--- config.mk ---
export PLATFORM = sky130hd
export DESIGN_NAME = svm5_mod
export DESIGN_NICKNAME = d
export VERILOG_FILES = /design/src/rtl/svm5_pkg.sv /design/src/rtl/svm5_carrier.sv /design/src/rtl/svm5_sort3.sv /design/src/rtl/svm5_offset.sv /design/src/rtl/svm5_level.sv /design/src/rtl/svm5_mod.sv
export SDC_FILE = /design/constraint.sdc
export NUM_CORES = 1
export LEC_CHECK = 0
export BUFFER_PORTS_ARGS = -buffer_cell sky130_fd_sc_hd__buf_4
export CORE_MARGIN = 4
export CORE_UTILIZATION = 60
export DETAILED_ROUTE_END_ITERATION = 10
export PLACE_DENSITY = 0.79
export REMOVE_ABC_BUFFERS = 1
export SYNTH_ARGS = -nofsm -noshare
export SYNTH_HDL_FRONTEND = slang
export SYNTH_SLANG_ARGS = --single-unit
--- constraint.sdc ---
create_clock -name clk -period 7.7 [get_ports clk]
set_input_delay 0.385 -clock clk [delete_from_list [all_inputs] [get_ports clk]]
set_output_delay 0.385 -clock clk [all_outputs]
set_load 0.02 [all_outputs]
--- src/rtl/svm5_pkg.sv ---
package svm5_pkg;
  localparam int NPH   = 3;   // phases
  localparam int NCAR  = 4;   // stacked carriers for five output levels
  localparam int LVL_W = 3;
  typedef logic [LVL_W-1:0] lvl_t;
  localparam lvl_t LVL_MID = 3'd2;
endpackage

--- src/rtl/svm5_carrier.sv ---
module svm5_carrier #(
  parameter int CNT_W = 10
) (
  input  logic             clk,
  input  logic             rst,
  output logic [CNT_W-1:0] cnt,
  output logic             tick
);
  localparam int HALF_W = CNT_W - 1;
  localparam logic [CNT_W-1:0] PEAK    = CNT_W'(1) << HALF_W;
  localparam logic [CNT_W-1:0] PEAK_M1 = PEAK - CNT_W'(1);

  logic up;

  always_ff @(posedge clk) begin
    if (rst) begin
      cnt <= '0;
      up  <= 1'b1;
    end else if (up) begin
      cnt <= cnt + CNT_W'(1);
      if (cnt == PEAK_M1) up <= 1'b0;
    end else begin
      cnt <= cnt - CNT_W'(1);
      if (cnt == CNT_W'(1)) up <= 1'b1;
    end
  end

  assign tick = (cnt == '0);

  AST_CNT_PEAK: assert property (@(posedge clk) disable iff (rst)
    cnt <= PEAK);
  AST_CNT_STEP: assert property (@(posedge clk) disable iff (rst)
    1'b1 |=> ((cnt == $past(cnt) + CNT_W'(1)) || (cnt == $past(cnt) - CNT_W'(1))));
endmodule

--- src/rtl/svm5_sort3.sv ---
module svm5_sort3 #(
  parameter int W = 9
) (
  input  logic [W-1:0] a,
  input  logic [W-1:0] b,
  input  logic [W-1:0] c,
  output logic [W-1:0] lo,
  output logic [W-1:0] hi
);
  logic [W-1:0] lo_ab, hi_ab;

  always_comb begin
    lo_ab = (a < b) ? a : b;
    hi_ab = (a < b) ? b : a;
    lo    = (c < lo_ab) ? c : lo_ab;
    hi    = (c > hi_ab) ? c : hi_ab;
  end
endmodule

--- src/rtl/svm5_offset.sv ---
module svm5_offset
  import svm5_pkg::*;
#(
  parameter int REF_W = 12,
  parameter int CNT_W = 10
) (
  input  logic signed [REF_W-1:0] refs [NPH],
  output logic signed [CNT_W:0]   off
);
  localparam int HALF_W = CNT_W - 1;
  localparam int H      = 1 << HALF_W;
  localparam int OFF_W  = CNT_W + 1;

  // position inside the band = reference modulo band height
  logic [HALF_W-1:0] pos [NPH];
  genvar p;
  generate
    for (p = 0; p < NPH; p++) begin : g_pos
      assign pos[p] = refs[p][HALF_W-1:0];
    end
  endgenerate

  logic [HALF_W-1:0] first_x, last_x;

  svm5_sort3 #(.W(HALF_W)) u_sort (
    .a  (pos[0]),
    .b  (pos[1]),
    .c  (pos[2]),
    .lo (first_x),
    .hi (last_x)
  );

  logic [HALF_W:0] span_sum;

  always_comb begin
    span_sum = {1'b0, first_x} + {1'b0, last_x};
    off      = $signed(OFF_W'(H / 2)) - $signed({2'b00, span_sum[HALF_W:1]});
  end
endmodule

--- src/rtl/svm5_level.sv ---
module svm5_level
  import svm5_pkg::*;
#(
  parameter int REF_W = 12,
  parameter int CNT_W = 10
) (
  input  logic signed [REF_W-1:0] samp,
  input  logic signed [CNT_W:0]   off,
  input  logic [CNT_W-1:0]        cnt,
  output lvl_t                    lvl
);
  localparam int HALF_W = CNT_W - 1;
  localparam int H      = 1 << HALF_W;
  localparam int SUM_W  = REF_W + 1;
  localparam int VM_W   = CNT_W + 2;
  localparam logic signed [SUM_W-1:0] SUM_TOP = SUM_W'(2 * H);
  localparam logic signed [SUM_W-1:0] SUM_BOT = SUM_W'(-2 * H);
  localparam logic signed [VM_W-1:0]  VM_TOP  = VM_W'(2 * H);
  localparam logic signed [VM_W-1:0]  VM_BOT  = VM_W'(-2 * H);
  localparam logic [VM_W-1:0]         LIFT    = VM_W'(2 * H);

  logic signed [SUM_W-1:0] sum;
  logic signed [VM_W-1:0]  vm;
  logic [VM_W-1:0]         lifted;
  logic [NCAR-1:0]         below;

  always_comb begin
    sum = SUM_W'(samp) + SUM_W'(off);
    if (sum > SUM_TOP)      vm = VM_TOP;
    else if (sum < SUM_BOT) vm = VM_BOT;
    else                    vm = VM_W'(sum);
    lifted = $unsigned(vm) + LIFT;   // 0 .. 4H
  end

  genvar k;
  generate
    for (k = 0; k < NCAR; k++) begin : g_car
      assign below[k] = ({2'b00, cnt} + VM_W'(k * H)) < lifted;
    end
  endgenerate

  always_comb begin
    lvl = '0;
    for (int i = 0; i < NCAR; i++) lvl = lvl + lvl_t'(below[i]);
  end
endmodule

--- src/rtl/svm5_mod.sv ---
module svm5_mod
  import svm5_pkg::*;
#(
  parameter int REF_W = 12,
  parameter int CNT_W = 10
) (
  input  logic                    clk,
  input  logic                    rst,
  input  logic signed [REF_W-1:0] ref_a,
  input  logic signed [REF_W-1:0] ref_b,
  input  logic signed [REF_W-1:0] ref_c,
  input  logic                    ref_vld,
  output logic [2:0]              lvl_a,
  output logic [2:0]              lvl_b,
  output logic [2:0]              lvl_c,
  output logic                    smp_bnd
);
  localparam int H      = 1 << (CNT_W - 1);
  localparam int OFF_HI = H / 2;
  localparam int OFF_LO = H / 2 - (H - 1);

  logic signed [REF_W-1:0] ref_in [NPH];
  assign ref_in[0] = ref_a;
  assign ref_in[1] = ref_b;
  assign ref_in[2] = ref_c;

  logic [CNT_W-1:0]        cnt;
  logic                    tick;
  logic signed [CNT_W:0]   off_nxt;
  logic signed [CNT_W:0]   off_q;
  logic signed [REF_W-1:0] samp_q  [NPH];
  lvl_t                    lvl_nxt [NPH];
  lvl_t                    lvl_q   [NPH];
  logic                    bnd_q;

  svm5_carrier #(.CNT_W(CNT_W)) u_car (
    .clk  (clk),
    .rst  (rst),
    .cnt  (cnt),
    .tick (tick)
  );

  svm5_offset #(.REF_W(REF_W), .CNT_W(CNT_W)) u_off (
    .refs (ref_in),
    .off  (off_nxt)
  );

  genvar p;
  generate
    for (p = 0; p < NPH; p++) begin : g_ph
      svm5_level #(.REF_W(REF_W), .CNT_W(CNT_W)) u_lvl (
        .samp (samp_q[p]),
        .off  (off_q),
        .cnt  (cnt),
        .lvl  (lvl_nxt[p])
      );
    end
  endgenerate

  always_ff @(posedge clk) begin
    if (rst) begin
      off_q <= '0;
      bnd_q <= 1'b0;
      for (int i = 0; i < NPH; i++) begin
        samp_q[i] <= '0;
        lvl_q[i]  <= LVL_MID;
      end
    end else begin
      bnd_q <= tick;
      if (tick && ref_vld) begin
        off_q <= off_nxt;
        for (int i = 0; i < NPH; i++) samp_q[i] <= ref_in[i];
      end
      for (int i = 0; i < NPH; i++) lvl_q[i] <= lvl_nxt[i];
    end
  end

  assign lvl_a   = lvl_q[0];
  assign lvl_b   = lvl_q[1];
  assign lvl_c   = lvl_q[2];
  assign smp_bnd = bnd_q;

  AST_OFF_SPAN: assert property (@(posedge clk) disable iff (rst)
    (off_nxt <= OFF_HI) && (off_nxt >= OFF_LO));
  AST_SMP_HOLD: assert property (@(posedge clk) disable iff (rst)
    !(tick && ref_vld) |=> ($stable(off_q) && $stable(samp_q[0]) && $stable(samp_q[1]) && $stable(samp_q[2])));
  AST_SMP_LOAD: assert property (@(posedge clk) disable iff (rst)
    (tick && ref_vld) |=> (samp_q[0] == $past(ref_a) && samp_q[2] == $past(ref_c)));
  AST_LVL_RANGE: assert property (@(posedge clk) disable iff (rst)
    (lvl_a <= 3'(NCAR)) && (lvl_b <= 3'(NCAR)) && (lvl_c <= 3'(NCAR)));
  AST_BND_ONE: assert property (@(posedge clk) disable iff (rst)
    smp_bnd |=> !smp_bnd);
  AST_RST_MID: assert property (@(posedge clk)
    rst |=> (lvl_a == LVL_MID && lvl_b == LVL_MID && lvl_c == LVL_MID && !smp_bnd));
endmodule

# Word level (Yosys, flattened, before mapping)
# Memories as Yosys holds them, arrays and structs flattened.
# Cells that the tools add are included.
dict set report classes {
  n_addsub 22
  magnitude_cmp 21
  eq_ne 2
  reduce_logical 2
  mux 26
  bitwise_logic 6
}
# cell n
set ops {}
lappend ops {{$lt 12x12->1} 9}
lappend ops {{$mux 12} 9}
lappend ops {{$add 12x10->13} 3}
lappend ops {{$gt 13x12->1 const B} 3}
lappend ops {{$lt 13x11->1 const B} 3}
lappend ops {{$add 12x11->12 const B} 3}
lappend ops {{$lt 10x12->1} 3}
lappend ops {{$mux 9} 4}
lappend ops {{$add 10x11->12 const B} 2}
lappend ops {{$add 3x1->3} 6}
lappend ops {{$lt 9x9->1} 2}
lappend ops {{$add 10x10->11 const B} 1}
lappend ops {{$add 10x1->10 const B} 1}
lappend ops {{$add 9x9->10} 1}
lappend ops {{$eq 10x1->1 const B} 1}
lappend ops {{$eq 10x9->1 const B} 1}
lappend ops {{$logic_not 10->1} 1}
lappend ops {{$mux 10} 1}
lappend ops {{$sub 10x1->10 const B} 1}
lappend ops {{$sub 9x9->10 const A} 1}
lappend ops {{$gt 9x9->1} 1}
lappend ops {{$mux 1} 9}
lappend ops {{$mux 3} 3}
lappend ops {{$add 1x1->2} 3}
lappend ops {{other kinds (2)} 7}
dict set report word_totals {
  n_memories 2
  mem_bits_rw 45
  register_bits 22
  inputBits 39
  word_cells 85
}
# memory depth word_bits read_ports rd_clocked_by_memory_dff wr line_no
set memory_table {}
lappend memory_table {samp_q 3 12 3 0 3 svm5_mod.sv:31} ;# logic signed [REF_W-1:0] samp_q [NPH];
lappend memory_table {lvl_q 3 3 3 0 3 svm5_mod.sv:33} ;# lvl_t lvl_q [NPH];

# Longest topological paths before layout
# Gate-level depths: netlist (run 1).
# An unclocked memory read counts as a cell.
dict set report logic_depth {
  depth_word 11
  depth_mapped 30
  ltp_nobuf 29
}

# Cells and area by module
# A second synthesis (run 1) with hierarchy kept.
dict set report unflattened {
  hier_cells 926
  area_unflattened_um2 8027.7
}
# mod area_per_inst_um2 instances seq_area_each_um2 cells_each
set by_module_without_submodules {}
lappend by_module_without_submodules {{svm5_level (g_ph[1].u_lvl ...)} 1227.4 2 0.0 160}
lappend by_module_without_submodules {svm5_mod 2103.3 1 1501.4 149}
lappend by_module_without_submodules {{svm5_level (g_ph[0].u_lvl)} 1248.7 1 0.0 171}
lappend by_module_without_submodules {svm5_sort3 999.7 1 0.0 133}
lappend by_module_without_submodules {svm5_carrier 641.9 1 220.2 71}
lappend by_module_without_submodules {svm5_offset 579.3 1 0.0 82}

# Worst setup path after synthesis (run 1)
# OpenSTA, ideal clock, no wires.
dict set report synth_path {
  kind {input port to flip-flop}
  start {in ref_b[8]}
  end {reg off_q[8]}
  path_stages 27
  setup_ns 0.117
  n_path_buf 3
  path_slack_ns 1.991
  arrival_ns 5.593
  path_cell_list {inv_1 > ha_1 > and4_1 > nand2_1 > and3_1 > nand2_1 > clkbuf_1 > nor2_1 > a21oi_1 > ha_1 > a22o_1 > and4bb_2 > or2_2 > clkbuf_1 > clkbuf_1 > a21oi_1 > fa_1 > a21o_1 > a21oi_1 > xnor2_1 > or3_1 > a31oi_1 > a211oi_2 > nor3_1 > nand3_1 > xnor2_1 > a22o_1}
}
dict set report synth_between {
  elab_chain_cells 6
  word_cells_on_any_way 9
}
# element line_no
set synth_lines {}
lappend synth_lines {{from (decl)} svm5_mod.sv:10} ;# input logic signed [REF_W-1:0] ref_b,
lappend synth_lines {{$lt 9x9->1} {svm5_sort3.sv:13, svm5_sort3.sv:14}}
lappend synth_lines {{$mux 9 (on tied branches)} {svm5_sort3.sv:13, svm5_sort3.sv:14}}
lappend synth_lines {{$lt 9x9->1 or $gt 9x9->1 (tied branches)} {svm5_sort3.sv:15, svm5_sort3.sv:16}}
lappend synth_lines {{$mux 9 (on tied branches)} {svm5_sort3.sv:15, svm5_sort3.sv:16}}
lappend synth_lines {{$add 9x9->10 *} svm5_offset.sv:36} ;# span_sum = {1'b0, first_x} + {1'b0, last_x};
lappend synth_lines {{$sub 9x9->10 *} svm5_offset.sv:37} ;# off = $signed(OFF_W'(H / 2)) - $signed({2'b00, span_sum[HALF_W:1]});
lappend synth_lines {{to (signal assigned)} svm5_mod.sv:71} ;# off_q <= off_nxt;
lappend synth_lines {{to (decl)} svm5_mod.sv:30} ;# logic signed [CNT_W:0] off_q;
# Mark *: on every way between the ends. The rest lies on a longest branch, timed or not.
# A chain may end at the register's enable or synchronous reset.

==> flow_metrics.py, run 1 <==
metrics = {
    "clock_tree": {
        "clock_latency_ps": 350,
        "clkSlewWorstSetupHoldPaths_ps": 60,
        "cts.root.buffer_cell": "clkbuf_16",
        "post-cts-setup-buffers": 0,
        "cts-resized-gates": 0,
        "cts_sinks": 67,
        "cts-hold-fix-buffers": 0,
        "clockBufferDepth": 2,
        "cts_tree": "built",
        "numCtsBuffers": 9,
        "htree_levels": 3,
    },
    "sta": {
        "rsz0062_at_grt": "false",
        "tns_ps": 0,
        "final-hold-violation-count": 0,
        "fin_crit_sh": 0.800,
        "slew_violations": 0,
        "relSlewSlack": 0.358,
        "timing.final.crit_period_ps": 6160,
        "tightest_slew_ps": 956,
        "fmax_ghz": 0.162,
        "setup_viol": 0,
        "finClkSkew_ps": 7.26,
    },
    "yosys": {
        "yosysWarnings": 0,
        "ys.flop_type": "edfxtp_1",
        "synth_edf_count": 36,
        "synth_area_mm2": 0.00732,
        "ys_types": 72,
        "synth_top_area_cell": "ha_1",
        "avgSynthCellArea_um2": 8.20,
        "yosysTopAreaCellShare": 0.214,
        "ys_seq_area_frac": 0.232,
        "synthTopCellsByArea": "ha_1 21%, edfxtp_1 15%, dfxtp_1 8.5%",
        "synthCells": 893,
        "async_flop_share": 0,
        "synth-seq-cells": 67,
    },
    "drt": {
        "wire_per_inst_um": 15.7,
        "via_per_inst": 5.96,
        "drtPass1Iterations": 5,
        "ant_nets": 0,
        "wl_um": 17100,
        "num_vias": 6486,
        "drt_iter0_markers": 396,
        "drc_errors": 0,
    },
    "pwr": {
        "total_power_mw": 2.32,
        "peakVddDrop_uv": 182,
        "p_leak_nw": 3.66,
        "powerDensity_mw_per_mm2": 286,
    },
    "layout": {
        "design_area_mm2": 0.00811,
        "post-route-util": 0.678,
        "n_antenna_cell": 0,
        "drive_above_1_share": 0.0988,
        "fin_cells": 1088,
        "nNetsFinal": 1107,
        "areaGrowthSynthToFinish_pct": 10.9,
    },
    "placement": {
        "dp.cells": 1072,
        "port_buffers": 48,
        "place_area_mm2": 0.00782,
        "place.gp.congestion": 0.943,
        "dpl.hpwl_um": 13800,
    },
    "global_routing": {
        "antenna_found_initial": 0,
        "grt_max_degree": 43,
        "grt_pass1_vias": 6180,
        "overflow": 0,
        "grt_pass1_wl_um": 29000,
        "grt.total_usage": 0.253,
    },
    "worst_hold_path": {
        "whs_endpoint": "samp_q[0][34]$_SDFFCE_PN0P_",
        "worstHoldPathType": "primary input to flip-flop",
        "min_from": "ref_c[10]",
        "min_path_cells": 2,
    },
    "worst_setup_path": {
        "start_kind": "flip-flop",
        "path_class": "flip-flop to flip-flop",
        "rr_endpoint": "lvl_q[0][4]$_SDFF_PP1_",
        "crit_fanout": 9,
        "r2r_cells": 26,
        "r2r_slack_ps": 1540,
        "required_ps": 7930,
        "reg2reg_from": "off_q[0]$_SDFFE_PP0P_",
        "worstPathArrival_ps": 6390,
        "setup.worst_path.end_class": "flip-flop",
    },
    "die": {
        "die_h_um": 118,
        "coreArea_mm2": 0.0120,
        "io_pins": 49,
        "initial_utilization": 0.612,
        "die_area_mm2": 0.0140,
        "die_x_um": 118,
        "rows": 40,
    },
    "run": {
        "cap_violations": 0,
    },
    "status": {
        "run_status": "complete, no violations",
    },
}
==> worst max path at each step <==
stage / from / to / slack [ps] / cells after the start
after CTS: off_q[1]$_SDFFE_PP0P_ / lvl_q[0][7]$_SDFF_PP1_ / 1600 / 24
final: off_q[0]$_SDFFE_PP0P_ / lvl_q[0][4]$_SDFF_PP1_ / 1540 / 26
after global placement: ref_b[8] / off_q[8]$_SDFFE_PP0P_ / 1600 / 26
after global routing: samp_q[0][13]$_SDFFCE_PN0P_ / lvl_q[0][4]$_SDFF_PP1_ / 950 / 24
after detailed placement: ref_b[8] / off_q[8]$_SDFFE_PP0P_ / 1490 / 26
after floorplan: ref_b[8] / off_q[8]$_SDFFE_PP0P_ / 1940 / 23
==> worst max-delay path: stages (launching register included) <==
cell	delay, ps
dfxtp_1	380
ha_1	200
inv_1	60
fa_1	400
nor2b_1	150
o21ai_1	90
a21boi_1	230
nor2_1	100
or4b_2	620
nor4_1	200
a31oi_1	120
o21ai_1	470
nand2b_1	120
ha_1	210
nor4b_1	300
nand2_1	100
or4_1	400
a311o_1	320
a21oi_1	200
nand2b_1	150
a221o_1	140
ha_1	120
inv_1	50
fa_1	370
inv_1	60
ha_1	210
or2_2	260
==> where the power goes <==
| part | switching [mW] | internal, mW |
|---|---|---|
| clock network | 0.159 | 0.259 |
| registers | 0.0459 | 0.437 |
| logic | 0.802 | 0.619 |
==> registers in the layout (all words and copies together) (netlist names) <==
signal     cells
samp_q        36
smp_bnd        1
u_car.up       1
off_q         10
lvl_q          9
u_car.cnt     10
==> per-stage QoR <==
| step | hold WS, ps | setup WS [ps] |
|---|---|---|
| final | 316 | 1540 |
| after global routing | 314 | 953 |
| after CTS | 305 | 1600 |
| after detailed placement | 494 | 1490 |
| after global placement | 489 | 1600 |
| after floorplan | 452 | 1940 |
==> cells by family (layout without fill, tap and decap cells) <==
group	Yosys count	count (layout)	synth area share
compound gates	226	226	0.199
xor+xnor	39	39	0.0467
fa+ha+maj	132	132	0.233
buf+inv	76	124	0.0391
flops	67	67	0.232
mux	2	2	0.00274
simple gates	351	351	0.247
==> final cells by class <==
class | count | area, µm²
tap | 147 | 184
clock buffer | 12 | 246
fill | 1036 | 3850
inverter | 56 | 210
timing repair buffer | 52 | 390
clock inverter | 4 | 50.0
multi-input combinational | 750 | 5330
sequential | 67 | 1700
==> cell usage after synthesis, types with 8 or more instances <==
| cell type | n |
|---|---|
| and3_1 | 8 |
| clkbuf_1 | 19 |
| nor3_1 | 31 |
| o21ai_0 | 32 |
| and2_1 | 28 |
| xor2_1 | 11 |
| nor4_1 | 8 |
| a21oi_1 | 88 |
| a21o_1 | 18 |
| xnor2_1 | 28 |
| o21bai_1 | 10 |
| edfxtp_1 | 36 |
| inv_1 | 56 |
| dfxtp_1 | 31 |
| nand3_1 | 17 |
| nor2_1 | 93 |
| nand4_1 | 9 |
| o21a_1 | 12 |
| ha_1 | 125 |
| nand2_1 | 73 |
| or2_2 | 10 |
| nor2b_1 | 13 |
| nand2b_1 | 23 |
==> routing by layer <==
metal  up-vias  part of all wire  global-route usage
met5         -                 0                   0
met2       162              0.46               0.410
met1      2957              0.46               0.331
li1       3334                 -                   -
met3        33             0.041              0.0292
met4         0             0.040               0.134
==> placed cells by master (no fill, tap or decap), types with 10 or more instances in the layout <==
master	netlist	final
a21o_1	18	18
a21oi_1	88	88
and2_1	28	28
buf_4	0	52
dfxtp_1	31	31
edfxtp_1	36	36
ha_1	125	125
inv_1	56	56
nand2_1	73	73
nand2b_1	23	23
nand3_1	17	17
nor2_1	93	93
nor2b_1	13	13
nor3_1	31	31
o21a_1	12	12
o21ai_0	32	32
o21bai_1	10	10
or2_2	10	10
xnor2_1	28	28
xor2_1	11	11
No activity file was read; power rests on OpenSTA's default activity.
==> run 2, diff against run 1 <==
--- a/config.mk
+++ b/config.mk
@@ -5,6 +5,7 @@
 export SDC_FILE = /design/constraint.sdc
 export NUM_CORES = 1
 export LEC_CHECK = 0
+export ABC_AREA = 1
 export BUFFER_PORTS_ARGS = -buffer_cell sky130_fd_sc_hd__buf_4
 export CORE_MARGIN = 4
 export CORE_UTILIZATION = 60
==> constraint.sdc (replaced) <==
create_clock -name clk -period 6.14 [get_ports clk]
set_input_delay 0.307 -clock clk [delete_from_list [all_inputs] [get_ports clk]]
set_output_delay 0.307 -clock clk [all_outputs]
set_load 0.02 [all_outputs]
==> run 2 against run 1 <==
Compared with the run above: fmax grew 22%; clock-buffer cell count decreased by 3; power up 19%; synthesized cell count grew 19%; non-clock buffer count is 2 lower; via count grew 5.5%; clock skew about the same; final cell count rose by 18%; cell area increased by 2.3%; largest cell class unchanged.
==> flow_metrics.py, run 2 <==
metrics = {
    "layout": {
        "nNetsFinal": 1280,
        "regMostFlops": "samp_q",
        "final_common_cell": "nand2_1",
        "n_antenna_cell": 0,
        "largestRegisters": "samp_q: 36 flops, off_q: 10 flops, u_car.cnt: 10 flops",
        "seqCellArea_mm2": 0.00170,
        "fin_cells": 1282,
        "fillCellCount": 1072,
        "largest_reg_flops": 36,
        "drive_above_1_share": 0.105,
        "areaGrowthSynthToFinish_pct": 11.0,
        "multi_input_area_mm2": 0.00513,
        "final_cell_mix": "221 x nand2_1, 156 x inv_1, 126 x nor2_1",
    },
    "drt": {
        "drtPass1Iterations": 5,
        "num_vias": 6845,
        "wire_per_inst_um": 13.5,
        "drt_iter0_markers": 403,
        "via_per_inst": 5.34,
        "drc_errors": 0,
        "wl_um": 17300,
        "ant_nets": 0,
    },
    "pwr": {
        "p_leak_nw": 4.15,
        "total_power_mw": 2.76,
        "peakVddDrop_uv": 166,
        "powerDensity_mw_per_mm2": 332,
        "switching_share": 0.474,
        "power_frac_comb": 0.607,
        "p_int_mw": 1.45,
        "seqPwrFrac": 0.218,
        "clkPwrFrac": 0.175,
        "switchingPower_mw": 1.31,
    },
    "status": {
        "run_status": "complete, no violations",
    },
    "worst_setup_path": {
        "setup.worst_path.end_class": "flip-flop",
        "required_ps": 6370,
        "path_class": "flip-flop to flip-flop",
        "crit_fanout": 4,
        "worstPathArrival_ps": 5270,
        "r2r_slack_ps": 1090,
        "start_kind": "flip-flop",
    },
    "yosys": {
        "synth_common_cells": "221 x nand2_1, 156 x inv_1, 126 x nor2_1, 125 x ha_1, 75 x a21oi_1",
        "ys_seq_area_frac": 0.227,
        "synthTopCellsByArea": "ha_1 21%, edfxtp_1 14%, nand2_1 11%",
        "ys.flop_type": "edfxtp_1",
        "async_flop_share": 0,
        "synth-seq-cells": 67,
        "synth_most_common_cell": "nand2_1",
        "synthCells": 1060,
        "avgSynthCellArea_um2": 7.06,
        "yosysTopAreaCellShare": 0.209,
        "synth_top_area_cell": "ha_1",
        "synth_edf_count": 36,
        "yosysWarnings": 0,
        "synth_area_mm2": 0.00748,
        "ys_types": 43,
    },
    "sta": {
        "final-hold-violation-count": 0,
        "relSlewSlack": 0.571,
        "tns_ps": 0,
        "fin_crit_sh": 0.822,
        "fmax_ghz": 0.198,
        "timing.final.crit_period_ps": 5050,
        "rsz0062_at_grt": "false",
        "finClkSkew_ps": 7.50,
        "slew_violations": 0,
        "tightest_slew_ps": 642,
        "setup_viol": 0,
    },
    "die": {
        "die_h_um": 120,
        "initial_utilization": 0.618,
        "coreArea_mm2": 0.0121,
        "rows": 40,
        "die_area_mm2": 0.0143,
        "die_x_um": 120,
        "io_pins": 49,
    },
    "clock_tree": {
        "clock_latency_ps": 340,
        "clockBufferDepth": 2,
        "cts_sinks": 67,
        "clkSlewWorstSetupHoldPaths_ps": 60,
        "cts_tree": "built",
        "cts-resized-gates": 0,
        "numCtsBuffers": 9,
        "post-cts-setup-buffers": 0,
        "cts-hold-fix-buffers": 0,
        "cts.root.buffer_cell": "clkbuf_16",
        "htree_levels": 3,
    },
    "global_routing": {
        "grt_max_degree": 41,
        "antenna_found_initial": 0,
        "grt_pass1_vias": 6372,
        "grt_pass1_wl_um": 29300,
        "overflow": 0,
        "grt.total_usage": 0.248,
    },
    "worst_hold_path": {
        "worstHoldPathType": "primary input to flip-flop",
    },
    "run": {
        "cap_violations": 0,
    },
    "placement": {
        "dp.cells": 1266,
        "port_buffers": 48,
        "place.gp.congestion": 0.930,
        "dpl.hpwl_um": 14000,
    },
}
run 2: changes by cell type after synthesis, sizes merged, moves of 22 or more:
cell	previous run	this run
nand2	73	237
inv	56	159
nor2	93	129
o21ai	39	73
and2	28	1
nand2b	23	0
nand3	17	39
run 2: power groups by stage:
stage	registers (mW)	logic, mW	clock network [mW]
floorplan	0.614	1.29	0
global placement	0.610	1.64	0
detailed placement	0.612	1.67	0
CTS	0.602	1.68	0.493
global route	0.608	1.95	0.513
finish	0.602	1.67	0.482
run 2: metal layers:
layer  global-route usage  share of wire
met1                0.335           0.48
met2                0.405           0.45
met3               0.0344          0.045
met4               0.0888          0.030
met5                    0              0
run 2: cell families after synthesis:
family | after synthesis | synth area share
adder cells (fa/ha/maj) | 132 | 0.228
buffers and inverters | 172 | 0.0863
flip-flops | 67 | 0.227
AO/OA/AOI/OAI | 187 | 0.144
AND/OR/NAND/NOR | 468 | 0.271
XOR/XNOR | 34 | 0.0428
run 2: layout make-up:
cell class                 instances  area share
clock buffer                       9      0.0271
clock inverter                     7     0.00648
inverter                         160      0.0723
multi-input combinational        821       0.619
sequential                        67       0.205
tap                              168      0.0253
timing repair buffer              50      0.0452
run 2: final timing paths:
check                                from                 endpoint  depth (start not counted)
setup / recovery    off_q[0]$_SDFFE_PP0P_   lvl_q[0][1]$_SDFF_PP1_                         26
hold reg to reg   u_car.cnt[0]$_SDFF_PP0_  u_car.cnt[0]$_SDFF_PP0_                          1
setup reg to reg    off_q[0]$_SDFFE_PP0P_   lvl_q[0][1]$_SDFF_PP1_                         26
hold / removal                        rst   lvl_q[0][6]$_SDFF_PP0_                          2
run 2: critical path, stage by stage (launching register included):
cell and delay (ps):
dfxtp_1 430, ha_1 170, inv_1 70, fa_1 470, o21ai_2 210, nand2_1 90, nand2_2 100, nand3_2 80
o21ai_2 290, nand2_2 80, nor3_2 210, nand3_2 120, a21oi_1 260, nand3_1 140, ha_1 320, a31oi_1 80
nand2_1 60, inv_1 60, o21ai_0 210, nand2_1 70, a21boi_2 160, ha_1 280, inv_1 50, fa_1 390
inv_1 60, ha_1 210, or2_2 260
run 2: stage by stage:
stage	hold WS [ps]	setup WS, ps	util	cell area (µm²)
after floorplan	374	1630	-	7440
after global placement	507	1000	0.662	8020
after detailed placement	513	873	0.662	8020
after CTS	221	1100	0.685	8300
after global routing	238	568	0.685	8300
final	229	1090	0.685	8300
